--- config.mk ---
export PLATFORM = sky130hd
export DESIGN_NAME = prg_bank_ctrl
export DESIGN_NICKNAME = d
export VERILOG_FILES = /design/src/rtl/prg_bank_pkg.sv /design/src/rtl/prg_sel_xlate.sv /design/src/rtl/prg_regfile.sv /design/src/rtl/prg_window_map.sv /design/src/rtl/prg_bank_ctrl.sv
export SDC_FILE = /design/constraint.sdc
export NUM_CORES = 1
export LEC_CHECK = 0
export BUFFER_PORTS_ARGS = -buffer_cell sky130_fd_sc_hd__buf_4
export CORE_MARGIN = 1
export CORE_UTILIZATION = 44
export CTS_CLUSTER_SIZE = 25
export DETAILED_ROUTE_END_ITERATION = 16
export HOLD_SLACK_MARGIN = 0.12
export PLACE_DENSITY = 0.79
export SYNTH_ARGS = -nofsm -noshare
export SYNTH_HDL_FRONTEND = slang
export SYNTH_HIERARCHICAL = 1
export SYNTH_SLANG_ARGS = --single-unit
export TNS_END_PERCENT = 100
--- constraint.sdc ---
create_clock -name clk -period 2.9 [get_ports clk]
set_input_delay 0.29 -clock clk [delete_from_list [all_inputs] [get_ports clk]]
set_output_delay 0.29 -clock clk [all_outputs]
set_load 0.05 [all_outputs]
--- src/rtl/prg_bank_pkg.sv ---
package prg_bank_pkg;

   // board variant codes; 0..2 are first generation (no mode bit)
   localparam logic [3:0] BRD_G1_A = 4'd0;
   localparam logic [3:0] BRD_G1_B = 4'd1;
   localparam logic [3:0] BRD_G1_C = 4'd2;
   localparam logic [3:0] BRD_G2_A = 4'd3;
   localparam logic [3:0] BRD_G2_B = 4'd4;
   localparam logic [3:0] BRD_G2_C = 4'd5;
   localparam logic [3:0] BRD_G2_D = 4'd6;
   localparam logic [3:0] BRD_G2_E = 4'd7;
   localparam logic [3:0] BRD_G2_X = 4'd8;

   localparam int REG_W = 5;

   typedef enum logic [1:0] {
      MIR_VERT  = 2'd0,
      MIR_HORZ  = 2'd1,
      MIR_ONE_A = 2'd2,
      MIR_ONE_B = 2'd3
   } mirror_e;

   function automatic logic is_gen1(input logic [3:0] v);
      return v <= BRD_G1_C;
   endfunction

endpackage

--- src/rtl/prg_sel_xlate.sv ---
module prg_sel_xlate
   import prg_bank_pkg::*;
(
   input  logic [3:0] variant_i,
   input  logic       heur_i,
   input  logic [3:0] pin_lo_i,   // address bits 3:0
   input  logic [1:0] pin_hi_i,   // address bits 7:6
   output logic [1:0] sel_o       // {S1,S0}
);

   logic s0, s1;

   always_comb begin
      s0 = pin_lo_i[0];
      s1 = pin_lo_i[1];
      if (heur_i) begin
         unique case (variant_i)
            BRD_G1_C, BRD_G2_B, BRD_G2_D: begin
               s0 = pin_lo_i[1] | pin_lo_i[3];
               s1 = pin_lo_i[0] | pin_lo_i[2];
            end
            BRD_G2_A, BRD_G2_C: begin
               s0 = pin_lo_i[1] | pin_hi_i[0];
               s1 = pin_lo_i[2] | pin_hi_i[1];
            end
            BRD_G1_B, BRD_G2_E: begin
               s0 = pin_lo_i[0] | pin_lo_i[2];
               s1 = pin_lo_i[1] | pin_lo_i[3];
            end
            default: begin
               s0 = pin_lo_i[0];
               s1 = pin_lo_i[1];
            end
         endcase
      end else begin
         unique case (variant_i)
            BRD_G1_A, BRD_G1_C, BRD_G2_B: begin
               s0 = pin_lo_i[1];
               s1 = pin_lo_i[0];
            end
            BRD_G2_A: begin
               s0 = pin_lo_i[1];
               s1 = pin_lo_i[2];
            end
            BRD_G2_C: begin
               s0 = pin_hi_i[0];
               s1 = pin_hi_i[1];
            end
            BRD_G2_D: begin
               s0 = pin_lo_i[3];
               s1 = pin_lo_i[2];
            end
            BRD_G2_E: begin
               s0 = pin_lo_i[2];
               s1 = pin_lo_i[3];
            end
            default: begin
               s0 = pin_lo_i[0];
               s1 = pin_lo_i[1];
            end
         endcase
      end
   end

   assign sel_o = {s1, s0};

endmodule

--- src/rtl/prg_regfile.sv ---
module prg_regfile
   import prg_bank_pkg::*;
(
   input  logic             clk,
   input  logic             rst,
   input  logic             we_i,
   input  logic [3:0]       hi_i,      // address bits 15:12
   input  logic [1:0]       sel_i,
   input  logic [7:0]       data_i,
   input  logic             gen1_i,
   input  logic             heur_i,
   input  logic             latch_en_i,
   output logic [REG_W-1:0] reg0_o,
   output logic [REG_W-1:0] reg1_o,
   output logic             mode_o,
   output mirror_e          mirror_o,
   output logic             latch_o
);

   logic unused_data;
   assign unused_data = ^data_i[7:5];

   logic hit_r0, hit_r1, hit_ctl, hit_lat;
   assign hit_r0  = we_i && (hi_i == 4'h8);
   assign hit_r1  = we_i && (hi_i == 4'hA);
   assign hit_ctl = we_i && (hi_i == 4'h9);
   assign hit_lat = we_i && (hi_i[3:1] == 3'b011) && latch_en_i;

   always_ff @(posedge clk) begin
      if (rst) begin
         reg0_o   <= '0;
         reg1_o   <= '0;
         mode_o   <= 1'b0;
         mirror_o <= MIR_VERT;
         latch_o  <= 1'b0;
      end else begin
         if (hit_r0) reg0_o <= data_i[REG_W-1:0];
         if (hit_r1) reg1_o <= data_i[REG_W-1:0];
         if (hit_ctl) begin
            if (gen1_i)
               mirror_o <= heur_i ? mirror_e'(data_i[1:0]) : mirror_e'({1'b0, data_i[0]});
            else if (!sel_i[1])
               mirror_o <= mirror_e'(data_i[1:0]);
            else
               mode_o <= data_i[1];
         end
         if (hit_lat) latch_o <= data_i[0];
      end
   end

   assert_reg0_load_R5: assert property (@(posedge clk) disable iff (rst)
      (we_i && hi_i == 4'h8) |=> (reg0_o == $past(data_i[REG_W-1:0])));

   assert_reg1_load_R5: assert property (@(posedge clk) disable iff (rst)
      (we_i && hi_i == 4'hA) |=> (reg1_o == $past(data_i[REG_W-1:0])));

   assert_hold_idle_R12: assert property (@(posedge clk) disable iff (rst)
      !we_i |=> ($stable(reg0_o) && $stable(reg1_o) && $stable(mode_o)
                 && $stable(mirror_o) && $stable(latch_o)));

   assert_gen1_mode_zero_R10: assert property (@(posedge clk) disable iff (rst)
      (gen1_i && !mode_o && we_i) |=> !mode_o);

   assert_exact_mirror_R9: assert property (@(posedge clk) disable iff (rst)
      (we_i && hi_i == 4'h9 && gen1_i && !heur_i) |=> !mirror_o[1]);

   assert_latch_store_R11: assert property (@(posedge clk) disable iff (rst)
      (we_i && hi_i[3:1] == 3'b011 && latch_en_i) |=> (latch_o == $past(data_i[0])));

endmodule

--- src/rtl/prg_window_map.sv ---
module prg_window_map
   import prg_bank_pkg::*;
#(
   parameter int NUM_BANKS = 16,
   parameter int BW        = $clog2(NUM_BANKS)
) (
   input  logic [REG_W-1:0] reg0_i,
   input  logic [REG_W-1:0] reg1_i,
   input  logic             mode_i,
   output logic [4*BW-1:0]  win_o
);

   localparam logic [BW-1:0] LAST_BANK   = BW'(NUM_BANKS - 1);
   localparam logic [BW-1:0] SECOND_LAST = BW'(NUM_BANKS - 2);

   logic [BW-1:0] r0w, r1w;

   generate
      if (BW <= REG_W) begin : g_trunc
         assign r0w = reg0_i[BW-1:0];
         assign r1w = reg1_i[BW-1:0];
         if (BW < REG_W) begin : g_sink
            logic unused_hi;
            assign unused_hi = ^{reg0_i[REG_W-1:BW], reg1_i[REG_W-1:BW]};
         end
      end else begin : g_ext
         assign r0w = {{(BW-REG_W){1'b0}}, reg0_i};
         assign r1w = {{(BW-REG_W){1'b0}}, reg1_i};
      end

      for (genvar i = 0; i < 4; i++) begin : g_win
         logic [BW-1:0] bank;
         if (i == 3) begin : g_fixed
            assign bank = LAST_BANK;
         end else if (i == 1) begin : g_r1
            assign bank = r1w;
         end else if (i == 0) begin : g_first
            assign bank = mode_i ? SECOND_LAST : r0w;
         end else begin : g_third
            assign bank = mode_i ? r0w : SECOND_LAST;
         end
         assign win_o[i*BW +: BW] = bank;
      end
   endgenerate

endmodule

--- src/rtl/prg_bank_ctrl.sv ---
module prg_bank_ctrl
   import prg_bank_pkg::*;
#(
   parameter  int NUM_BANKS = 16,
   localparam int BW        = $clog2(NUM_BANKS)
) (
   input  logic            clk,
   input  logic            rst,
   input  logic [3:0]      variant_i,
   input  logic            heuristic_i,
   input  logic            wram_fitted_i,
   input  logic [15:0]     cpu_addr_i,
   input  logic [7:0]      cpu_wdata_i,
   input  logic            cpu_we_i,
   input  logic [7:0]      open_bus_i,
   output logic [7:0]      latch_rdata_o,
   output logic            latch_hit_o,
   output logic [4*BW-1:0] win_bank_o,
   output logic [1:0]      mirror_o
);

   generate
      if (NUM_BANKS < 4 || NUM_BANKS > 256 || (NUM_BANKS & (NUM_BANKS - 1)) != 0) begin : g_bad_cfg
         $error("prg_bank_ctrl: NUM_BANKS must be a power of two from 4 to 256");
      end
   endgenerate

   logic unused_addr;
   assign unused_addr = ^{cpu_addr_i[11:8], cpu_addr_i[5:4], open_bus_i[0]};

   logic             gen1, heur_eff, latch_en;
   logic [1:0]       sel;
   logic [REG_W-1:0] reg0, reg1;
   logic             mode, latch_q;
   mirror_e          mirror;

   assign gen1     = is_gen1(variant_i);
   assign heur_eff = heuristic_i && (variant_i != BRD_G1_A) && (variant_i != BRD_G2_X);
   assign latch_en = gen1 && !heur_eff && !wram_fitted_i;

   prg_sel_xlate u_xlate (
      .variant_i (variant_i),
      .heur_i    (heur_eff),
      .pin_lo_i  (cpu_addr_i[3:0]),
      .pin_hi_i  (cpu_addr_i[7:6]),
      .sel_o     (sel)
   );

   prg_regfile u_regs (
      .clk        (clk),
      .rst        (rst),
      .we_i       (cpu_we_i),
      .hi_i       (cpu_addr_i[15:12]),
      .sel_i      (sel),
      .data_i     (cpu_wdata_i),
      .gen1_i     (gen1),
      .heur_i     (heur_eff),
      .latch_en_i (latch_en),
      .reg0_o     (reg0),
      .reg1_o     (reg1),
      .mode_o     (mode),
      .mirror_o   (mirror),
      .latch_o    (latch_q)
   );

   prg_window_map #(.NUM_BANKS(NUM_BANKS), .BW(BW)) u_map (
      .reg0_i (reg0),
      .reg1_i (reg1),
      .mode_i (mode),
      .win_o  (win_bank_o)
   );

   assign mirror_o      = mirror;
   assign latch_hit_o   = latch_en && (cpu_addr_i[15:13] == 3'b011);
   assign latch_rdata_o = {open_bus_i[7:1], latch_q};

   assert_reset_clear_R1: assert property (@(posedge clk)
      rst |=> (mirror_o == 2'd0 && !latch_q && !mode
               && win_bank_o[BW-1:0] == '0 && win_bank_o[2*BW-1:BW] == '0));

   assert_no_latch_with_wram_R11: assert property (@(posedge clk) disable iff (rst)
      wram_fitted_i |-> !latch_hit_o);

endmodule

After elaboration in Yosys (flattened, before gate mapping):

Cells that the tools add are included.

* bits in registers: 12
* bits of input ports: 41
* output and inout port bits: 27
* word-level logic and storage cells: 52

* $lt $le $gt $ge: 1
* eq/ne operators: 13
* muxes and demuxes: 8
* bitwise gates (word level): 4
* reductions and logical operators: 21

Operators with widths (number)
* $eq 4x3->1 const B: 4
* $eq 4x4->1 const B: 3
* $logic_and 1x1->1: 10
* $eq 4x2->1 const B: 2
* $mux 4: 2
* $mux 2: 3
* $reduce_or 2->1: 3
* $reduce_or 3->1: 2
* $eq 4x1->1 const B: 1
* $le 4x2->1 const B: 1
* $logic_not 4->1: 1
* $ne 4x4->1 const B: 1
* $pmux 1 s4: 1
* $reduce_bool 4->1: 1
* $eq 3x2->1 const B: 1
* $or 1x1->1: 3
* $pmux 1 s3: 1
* $reduce_and 3->1: 1
* $logic_not 1->1: 2
* $ne 2x2->1 const B: 1
* $reduce_and 2->1: 1
* $mux 1: 1
* $not 1->1: 1

Depth between registers and ports, before layout:

* word-level depth: 7
* depth in mapped cells: 10
* mapped depth without buffers: 8

Modules after synthesis:

The synthesis kept the hierarchy.

By module, submodules not included
* prg_regfile: instances 1, cells an instance 60, area an instance 648.1 µm², sequential area each 280.3 µm²
* prg_sel_xlate: instances 1, cells an instance 52, area an instance 345.3 µm², sequential area each 0.0 µm²
* prg_bank_ctrl: instances 1, cells an instance 14, area an instance 118.9 µm², sequential area each 0.0 µm²
* prg_window_map: instances 1, cells an instance 17, area an instance 113.9 µm², sequential area each 0.0 µm²

Worst setup path after synthesis:

Ideal clock, no wire load.

* kind: input -> register
* start point: input variant_i[0]
* end point: register u_regs.mirror_o[1]
* data arrival time: 2.092 ns
* data required time: 2.779 ns
* path slack: 0.688 ns
* cell stages on the path: 8
* buffers on the path: 1
* cells stage by stage: o31a_2 > a211o_1 > o32ai_1 > a21oi_1 > buf_4 > nor2b_1 > nor4b_2 > mux2_2

* longest elaborated chain between the ends: 6

RTL lines
* start, declared: line prg_bank_ctrl.sv:9 `input logic [3:0] variant_i,`
* $eq 4x2->1, or another cell as far along: line prg_sel_xlate.sv:17, prg_sel_xlate.sv:36
* $reduce_or 3->1, or another cell as far along: line prg_sel_xlate.sv:36 `unique case (variant_i)`
* $pmux 1 s4, or another cell as far along: line prg_sel_xlate.sv:36
* $mux 1 (*): line prg_sel_xlate.sv:16 `if (heur_i) begin`
* via u_xlate.s1: line prg_sel_xlate.sv:11 `logic s0, s1;`
* $ne 2x2->1 (no source line) (*)
* $reduce_and 2->1 (no source line) (*)
* end signal, assigned: line prg_regfile.sv:41 `mirror_o <= heur_i ? mirror_e'(data_i[1:0]) : mirror_e'({1'b0, data_i[0]});`
* end signal, assigned: line prg_regfile.sv:43 `mirror_o <= mirror_e'(data_i[1:0]);`
* end, declared: line prg_regfile.sv:16 `output mirror_e mirror_o,`

Mark *: on every way through the listed nets, which the timed path passes. The rest lies on a longest branch.
A chain may end at the register's enable or synchronous reset.

Final worst setup path:

* start point: input variant_i[0]
* end point: register u_regs.mirror_o[1]

* longest elaborated chain between the ends: 6

RTL lines
* $reduce_bool 4->1: line prg_bank_ctrl.sv:38 `assign heur_eff = heuristic_i && (variant_i != BRD_G1_A) && (variant_i != BRD_G2_X);`
* $logic_and 1x1->1: line prg_bank_ctrl.sv:38
* $logic_and 1x1->1 (*): line prg_bank_ctrl.sv:38
* via heur_eff: line prg_bank_ctrl.sv:31 `logic gen1, heur_eff, latch_en;`
* $mux 1 (*): line prg_sel_xlate.sv:16
* via sel[1]: line prg_bank_ctrl.sv:32 `logic [1:0] sel;`
* $ne 2x2->1 (no source line) (*)
* $reduce_and 2->1 (no source line) (*)

Marked as above.

==> results.sh <==
export IMPL_rows=17
export IMPL_nets=178
export IMPL_cts_buffers=3
export IMPL_cts_max_path_buffers=2
export IMPL_hold_viol=0
export IMPL_postSynthCellCount=116
export IMPL_finClkSkew_ps=0
export IMPL_peakVddDrop_mv=0.2092
export IMPL_drive_gt1_share_pct=37.04
export IMPL_dieHeight_um=50.17
export IMPL_path_class="input port to flop"
export IMPL_grt_max_degree=17
export IMPL_via_count=823
export IMPL_first_pass_iters=4
export IMPL_vias_per_cell=5.049
export IMPL_drt_initial_drc_count=9
export IMPL_mappedNetlistArea_sq_um=1021
export IMPL_io_buffers=37
export IMPL_worstPathArrival_ps=2260
export IMPL_setup_tns_ps=0
export IMPL_syn_to_final_growth_pct=15.81
export IMPL_cts_root_buffer="clkbuf_4"
export IMPL_path_clk_slew_ps=70
export IMPL_start_util_pct=46.60
export IMPL_die_w_um=50.17
export IMPL_crit_path_start_kind="input port"
export IMPL_period_share_pct=72.38
export IMPL_crit_end="u_regs/mirror_o[1]"
export IMPL_synth_warnings=6
export IMPL_hold_depth=3
export IMPL_grt_pass1_vias=747
export IMPL_rrSetupSlack_ps=2110
export IMPL_status="completed"
export IMPL_finalCriticalPeriod_ps=2099
export IMPL_cts_setup_buffers=0
export IMPL_finalMaxSlewViolations=0
export IMPL_detail_route_antenna_nets=0
export IMPL_cts_sinks=12
export IMPL_design_die_area_sq_um=2517
export IMPL_htree_levels=1
export IMPL_grt_overflow=0
export IMPL_power_density_nw_per_um2=312.3
export IMPL_worst_slack_ps=801.1
export IMPL_drc=0
export IMPL_max_freq_ghz=0.4764
export IMPL_cp_startpoint="variant_i[0]"
export IMPL_rsz0062_at_grt="false"
export IMPL_post_place_ws_ps=533.0
export IMPL_drt_total_wl_um=1962
export IMPL_setup_viol=0
export IMPL_postCtsHoldBufs=0
export IMPL_cts_resized_gates=0
export IMPL_core_area_sq_um=2191
export IMPL_grt_usage_pct=16.84
export IMPL_diodes=0
export IMPL_utilization_pct=53.97
export IMPL_ff2ff_path_depth=2
export IMPL_critical_path_required_ps=3060
export IMPL_antenna_found_initial=0
export IMPL_grt_pass1_wl_um=3229
export IMPL_avgRoutedWirePerCell_um=12.04
export IMPL_drv_cap=0
export IMPL_cts_tree="built"
export IMPL_end_kind="flop"
export IMPL_hp_class="input port to flop"
export IMPL_finalWeightedCongestion=0.7274
export IMPL_insertion_delay_ps=270
export IMPL_avgSynthCellArea_sq_um=8.802
export IMPL_power_leakage_uw=0.0005350
export IMPL_crit_reg2reg_launch="u_regs/mirror_o[1]"
export IMPL_crit_fanout=12
export IMPL_hpwl_um=1582
export IMPL_ios=68
export IMPL_r2r_end="u_regs/mirror_o[1]"
[where the power goes]
group          total, uW  internal, uW  switching (uW)
Sequential           168           166            1.16
Combinational        101          44.0            56.8
Clock                101          48.1            52.8
[metal layers]
layer	part of all wire, %	wire (um)	vias up	GRT usage [%]
met3	5.5	107	9	4.545
li1	-	-	413	-
met2	53	1035	25	29.33
met5	0	0	-	0
met1	40	792	376	19.37
met4	1.4	27	0	6.190
[worst min path at each step]
stage                     start                to  slack [ps]
2_1_floorplan    u_regs/latch_o    u_regs/latch_o         450
3_3_place_gp     u_regs/latch_o    u_regs/latch_o         460
3_5_place_dp   u_regs/reg1_o[1]  u_regs/reg1_o[1]         480
4_1_cts          cpu_wdata_i[3]  u_regs/reg0_o[3]         310
5_1_grt          cpu_addr_i[15]    u_regs/latch_o         330
6_report         cpu_wdata_i[3]  u_regs/reg0_o[3]         320
[through the flow]
step | instance area [sq um] | std cells | hold WS (ps) | power [uW]
5_1_grt | 1182 | 163 | 331.4 | 388.6
2_1_floorplan | 1032 | 119 | 448.8 | 270.0
6_report | 1182 | 163 | 316.8 | 369.3
3_3_place_gp | 1160 | 160 | 460.7 | 270.1
3_5_place_dp | 1160 | 160 | 476.9 | 271.8
4_1_cts | 1182 | 163 | 311.1 | 374.6
[layout make-up]
type / count / area, sq um
clock buffer: 3 / 22.52
fill: 211 / 1008
inverter: 2 / 7.507
multi-input combinational: 81 / 599.3
sequential: 12 / 240.2
tap: 28 / 35.03
timing repair buffer: 37 / 277.8
[critical path, cell delays in order]
cell and delay [ps]:
buf_4 150, o31a_2 380, a211o_1 270, o32ai_1 250
a21oi_1 70, nor2b_1 160, nor4b_2 310, mux2_2 380
[layout by cell type (no fill, tap or decap), types with 2 or more instances in the layout]
cell      count
mux2i_1      11
buf_4        37
o21ai_0       4
a21oi_1       4
inv_1         2
conb_1        4
dfxtp_1      12
clkbuf_4      3
nor2b_1       4
nand2_1       2
or2_1         3
nand2b_1     18
nor2_1        5
[flip-flops by register name (all words and copies together) (netlist names)]
register / cells
u_regs/reg0_o: 4
u_regs/reg1_o: 4
u_regs/mirror_o: 2
u_regs/latch_o: 1
u_regs/mode_o: 1
Note: power is estimated with default switching activity, not from simulation.
